[src/rtl/pscr_pkg.sv]
package pscr_pkg;
  localparam int LFSR_W = 16;
  localparam int LANE_W = 8;
  typedef logic [LFSR_W-1:0] lfsr_t;
  // right-shifting Galois tap mask and reset seed
  localparam lfsr_t TAP_MASK = 16'h9C00;
  localparam lfsr_t SEED     = 16'hFFFF;
endpackage

[src/rtl/pscr_keystream.sv]
module pscr_keystream
  import pscr_pkg::*;
#(
  parameter int WORD_W = 64
) (
  input  lfsr_t             state_i,
  output logic [WORD_W-1:0] ks_o,
  output lfsr_t             next_o
);
  localparam int LANES = WORD_W / LANE_W;

  lfsr_t walk;

  // unrolled single-bit steps: lane 0 first, bit 0 first inside a lane
  always_comb begin
    walk = state_i;
    ks_o = '0;
    for (int ln = 0; ln < LANES; ln++) begin
      for (int b = 0; b < LANE_W; b++) begin
        ks_o[ln*LANE_W + b] = walk[0];
        if (walk[0]) walk = (walk >> 1) ^ TAP_MASK;
        else         walk = walk >> 1;
      end
    end
    next_o = walk;
  end
endmodule

[src/rtl/pscr_state_reg.sv]
module pscr_state_reg
  import pscr_pkg::*;
(
  input  logic  clk,
  input  logic  rst_n,
  input  logic  adv,
  input  lfsr_t next_i,
  output lfsr_t state_o
);
  lfsr_t state_q, state_d;

  always_comb begin
    state_d = state_q;
    if (adv) state_d = next_i;
  end

  always_ff @(posedge clk or negedge rst_n) begin
    if (!rst_n) state_q <= SEED;
    else        state_q <= state_d;
  end

  assign state_o = state_q;

  // idle cycles leave the register untouched
  p_state_hold_r5: assert property (@(posedge clk) disable iff (!rst_n)
    !adv |=> $stable(state_q)) else $error("state moved while idle");

  // a full-word step never lands on the same state
  p_state_step_r2: assert property (@(posedge clk) disable iff (!rst_n)
    adv |=> state_q != $past(state_q)) else $error("state did not advance");

  // a Galois register seeded nonzero never reaches zero
  p_state_nonzero_r2: assert property (@(posedge clk) disable iff (!rst_n)
    state_q != '0) else $error("state collapsed to zero");
endmodule

[src/rtl/pscr_out_stage.sv]
module pscr_out_stage #(
  parameter int WORD_W = 64
) (
  input  logic              clk,
  input  logic              rst_n,
  input  logic              in_valid,
  input  logic [WORD_W-1:0] in_data,
  input  logic [WORD_W-1:0] ks,
  output logic              out_valid,
  output logic [WORD_W-1:0] out_data
);
  logic [WORD_W-1:0] data_q, data_d;
  logic              vld_q, vld_d;

  always_comb begin
    vld_d  = in_valid;
    data_d = data_q;
    if (in_valid) data_d = in_data ^ ks;
  end

  always_ff @(posedge clk or negedge rst_n) begin
    if (!rst_n) begin
      vld_q  <= 1'b0;
      data_q <= '0;
    end else begin
      vld_q  <= vld_d;
      data_q <= data_d;
    end
  end

  assign out_valid = vld_q;
  assign out_data  = data_q;

  // strobe follows the input one cycle later
  p_valid_follow_r6: assert property (@(posedge clk) disable iff (!rst_n)
    in_valid |=> out_valid) else $error("out_valid missing");
  p_idle_follow_r6: assert property (@(posedge clk) disable iff (!rst_n)
    !in_valid |=> !out_valid) else $error("spurious out_valid");

  // output word holds through idle cycles
  p_data_hold_r5: assert property (@(posedge clk) disable iff (!rst_n)
    !in_valid |=> $stable(out_data)) else $error("out_data changed while idle");
endmodule

[src/rtl/pipe_scrambler.sv]
module pipe_scrambler
  import pscr_pkg::*;
#(
  parameter int WORD_W = 64
) (
  input  logic              clk,
  input  logic              rst_n,
  input  logic              in_valid,
  input  logic [WORD_W-1:0] in_data,
  output logic              out_valid,
  output logic [WORD_W-1:0] out_data
);
  lfsr_t             state, next_state;
  logic [WORD_W-1:0] ks;

  pscr_keystream #(.WORD_W(WORD_W)) u_ks (
    .state_i (state),
    .ks_o    (ks),
    .next_o  (next_state)
  );

  pscr_state_reg u_state (
    .clk     (clk),
    .rst_n   (rst_n),
    .adv     (in_valid),
    .next_i  (next_state),
    .state_o (state)
  );

  pscr_out_stage #(.WORD_W(WORD_W)) u_out (
    .clk       (clk),
    .rst_n     (rst_n),
    .in_valid  (in_valid),
    .in_data   (in_data),
    .ks        (ks),
    .out_valid (out_valid),
    .out_data  (out_data)
  );
endmodule

[config.mk]
export PLATFORM = sky130hd
export DESIGN_NAME = pipe_scrambler
export DESIGN_NICKNAME = d
export VERILOG_FILES = /design/src/rtl/pscr_pkg.sv /design/src/rtl/pscr_keystream.sv /design/src/rtl/pscr_state_reg.sv /design/src/rtl/pscr_out_stage.sv /design/src/rtl/pipe_scrambler.sv
export SDC_FILE = /design/constraint.sdc
export NUM_CORES = 1
export LEC_CHECK = 0
export CORE_ASPECT_RATIO = 0.6
export CORE_MARGIN = 5
export CORE_UTILIZATION = 47
export DETAILED_ROUTE_END_ITERATION = 12
export PLACE_DENSITY = 0.77
export RECOVER_POWER = 50
export SLEW_MARGIN = 0
export SYNTH_ARGS = -nofsm -noshare
export SYNTH_HDL_FRONTEND = slang
export SYNTH_SLANG_ARGS = --single-unit
[constraint.sdc]
create_clock -name clk -period 3.3 [get_ports clk]
set_input_delay 0.495 -clock clk [delete_from_list [all_inputs] [get_ports clk]]
set_output_delay 0.495 -clock clk [all_outputs]
set_load 0.03 [all_outputs]
==> reports/summary.json <==
{
  "ioPinCount": {"value": 132},
  "routedWlPerCell": {"value": 18.9, "unit": "um"},
  "worstSetupPathDepth": {"value": 8},
  "maxSlewViolCount": {"value": 119},
  "clock_tree.root_cell": {"value": "sky130_fd_sc_hd__clkbuf_16"},
  "drive_gt1_share": {"value": 32.9, "unit": "%"},
  "finClkSkew": {"value": 0.00629, "unit": "ns"},
  "achievable-frequency": {"value": 310, "unit": "MHz"},
  "clockBufferDepth": {"value": 2},
  "cts.clk_slew.worst_paths": {"value": 0.06, "unit": "ns"},
  "nets": {"value": 740},
  "grt_start_max_net_pins": {"value": 82},
  "holdCritPathClass": {"value": "register to register"},
  "tritoncts.num_buffers": {"value": 9},
  "synthesis.instances": {"value": 461},
  "initial_utilization": {"value": 48.1, "unit": "%"},
  "portBuffers": {"value": 131},
  "syn_to_final_growth": {"value": 45.2, "unit": "%"},
  "period_share": {"value": 97.8, "unit": "%"},
  "yosysSeqAreaShare": {"value": 35.1, "unit": "%"},
  "filler_cell_count_in_the_final_layout": {"value": 848},
  "cts.sinks": {"value": 81},
  "worst_setup_path_end_kind": {"value": "register"},
  "grt_pass1_wl": {"value": 24300, "unit": "um"},
  "dieWidth": {"value": 154, "unit": "um"},
  "rows": {"value": 31},
  "clock_insertion_delay_worst_skew": {"value": 0.35, "unit": "ns"},
  "ff_latch_count_synth": {"value": 81},
  "dieArea": {"value": 0.0148, "unit": "mm2"},
  "max_slew_margin": {"value": -39.8, "unit": "%"},
  "cap_violations": {"value": 2},
  "crit_path_max_fanout": {"value": 5},
  "cts_tree": {"value": "done"},
  "crit_path_cell_trace": {"value": "xor3_2 -> xnor2_4 -> xnor2_2 -> xnor3_2 -> xnor3_1 -> xnor2_2 -> xor2_1 -> mux2_2"},
  "slowest_stage": {"value": "sky130_fd_sc_hd__dfstp_2"},
  "cts_hold_repair.buffers": {"value": 0},
  "final_antenna_net_count": {"value": 0},
  "synth_area_per_cell": {"value": 12.6, "unit": "um2"},
  "detailedPlace.worstSlack": {"value": -0.0939, "unit": "ns"},
  "global_route.overflow_total": {"value": 0},
  "gp_congestion": {"value": 0.877},
  "failed_checks": {"value": "capacitance limit, slew limit"},
  "postLayoutSetupSlackWorst": {"value": 0.0735, "unit": "ns"},
  "postRouteWirelength": {"value": 15900, "unit": "um"},
  "final_setup_vio_count": {"value": 0},
  "cts_htree_levels": {"value": 3},
  "hold_viol": {"value": 0},
  "worst_margin_pin_slew": {"value": 2.10, "unit": "ns"},
  "grt_pass1_vias": {"value": 4314},
  "rsz0062_at_grt": {"value": "true"},
  "detailed_route_via_count": {"value": 4084},
  "post-route-min-period": {"value": 3.23, "unit": "ns"},
  "count_of_cell_types_in_the_netlist": {"value": 21},
  "n_antenna_cell": {"value": 0},
  "drt_iter0_drc": {"value": 173},
  "timing.critical_path.from_type": {"value": "register"},
  "crit_required": {"value": 3.53, "unit": "ns"},
  "drcViolationCount": {"value": 0},
  "holdPathStages": {"value": 1},
  "syn_nets": {"value": 528},
  "setup.worst_path.class": {"value": "register to register"},
  "first_pass_iters": {"value": 4},
  "layout_commonest_cell": {"value": "sky130_fd_sc_hd__clkdlybuf4s50_1"},
  "critical-path-top-cell-by-count": {"value": "sky130_fd_sc_hd__xnor2_2"},
  "grtUsageTotal": {"value": 21.6, "unit": "%"},
  "yosys_warnings": {"value": 0},
  "timing.critical_path.slowest_cell_delay": {"value": 0.61, "unit": "ns"},
  "crit_family": {"value": "XOR/XNOR gates"},
  "reg2reg_depth": {"value": 8},
  "core_region_area": {"value": 0.0121, "unit": "mm2"},
  "dp.final_hpwl": {"value": 11900, "unit": "um"},
  "die_y": {"value": 96.2, "unit": "um"},
  "antenna_found_initial": {"value": 0},
  "routed_via_density": {"value": 4.84},
  "outcome": {"value": "complete, but fails checks"},
  "timing.critical_path.buf_inv": {"value": 0},
  "post_synth_instance_area": {"value": 0.00582, "unit": "mm2"},
  "cp.arrival": {"value": 3.46, "unit": "ns"},
  "final_cell_mix": {"value": "sky130_fd_sc_hd__clkdlybuf4s50_1 (129), sky130_fd_sc_hd__xnor2_1 (124), sky130_fd_sc_hd__buf_4 (89)"}
}
-- cells by family (layout without fill, tap and decap cells) --
logic type	after synthesis	in the layout	share of synthesized area, %
DFF	81	81	35.1
and+or+nand+nor	31	31	2.00
xor gates and xnor gates	237	237	48.1
muxes	49	49	9.41
AOI/OAI and AO/OA	31	31	2.66
buffers and inverters	32	249	2.71
-- cells in the mapped netlist --
cell type | instances | area (um2)
sky130_fd_sc_hd__clkbuf_1 | 13 | 48.8
sky130_fd_sc_hd__a21oi_1 | 31 | 155
sky130_fd_sc_hd__xor2_2 | 5 | 81.3
sky130_fd_sc_hd__xor3_1 | 7 | 166
sky130_fd_sc_hd__xnor3_1 | 23 | 518
sky130_fd_sc_hd__mux2_4 | 1 | 15.0
sky130_fd_sc_hd__mux2i_1 | 6 | 60.1
sky130_fd_sc_hd__buf_4 | 6 | 45.0
sky130_fd_sc_hd__nor2_1 | 31 | 116
sky130_fd_sc_hd__mux2_2 | 42 | 473
sky130_fd_sc_hd__xnor2_1 | 134 | 1170
sky130_fd_sc_hd__xor3_2 | 2 | 50.1
sky130_fd_sc_hd__xnor2_4 | 6 | 165
sky130_fd_sc_hd__buf_6 | 1 | 11.3
sky130_fd_sc_hd__xor2_1 | 49 | 429
sky130_fd_sc_hd__buf_2 | 6 | 30.0
sky130_fd_sc_hd__dfstp_2 | 16 | 420
sky130_fd_sc_hd__xnor2_2 | 6 | 97.6
sky130_fd_sc_hd__dfrtp_1 | 65 | 1630
sky130_fd_sc_hd__inv_1 | 6 | 22.5
sky130_fd_sc_hd__xnor3_2 | 5 | 119
-- routing by layer --
| layer | track usage [%] | share of wire (%) |
|---|---|---|
| met1 | 31.2 | 47 |
| met3 | 5.93 | 8.1 |
| met2 | 33.0 | 44 |
| met5 | 0 | 0 |
| met4 | 4.34 | 0.81 |
-- worst paths after layout --
path / start / end / slack (ns)
worst max-delay path: u_state.state_o[13] / u_out.out_data[62] / 0.07
worst min-delay path: u_out.out_data[20] / u_out.out_data[20] / 0.51
worst max register to register: u_state.state_o[13] / u_out.out_data[62] / 0.07
worst min register to register: u_out.out_data[20] / u_out.out_data[20] / 0.51
max in group asynchronous: rst_n / u_out.out_data[35] / 1.31
min in group asynchronous: rst_n / u_out.out_data[10] / 0.75
-- flip-flops by register name, indices dropped and copies added, names as in the netlist --
name / count
u_out.out_data: 64
u_state.state_o: 16
u_out.out_valid: 1
-- timing repair --
action,CTS,global route
gates resized for setup,10,27
endpoints found under the setup margin,7,13
setup buffers,0,17
pin swaps,0,15
-- through the flow --
stage / util [%] / hold slack, ns / instance area [um2] / TNS [ns] / std cells
floorplan: - / 0.199 / 5820 / 0 / 461
global placement: 64.5 / 0.489 / 7810 / -0.0191 / 810
detailed placement: 64.5 / 0.495 / 7810 / -0.307 / 810
CTS: 67.4 / 0.386 / 8160 / 0 / 826
global route: 69.9 / 0.525 / 8460 / -0.0838 / 843
finish: 69.9 / 0.506 / 8460 / 0 / 843
-- cell type report --
| cell class | instances | area, um2 | area share [%] |
|---|---|---|---|
| clock buffers | 11 | 243 | 2.87 |
| multi-input cells | 348 | 3810 | 45.1 |
| repair buffers | 227 | 2070 | 24.5 |
| clock inverters | 5 | 55.1 | 0.651 |
| flip-flops and latches | 81 | 2050 | 24.2 |
| well taps | 165 | 206 | 2.44 |
| inverters | 6 | 22.5 | 0.266 |
Power is not shown: default switching activity piles up to over one toggle a cycle in this logic, so the estimate is an artifact.
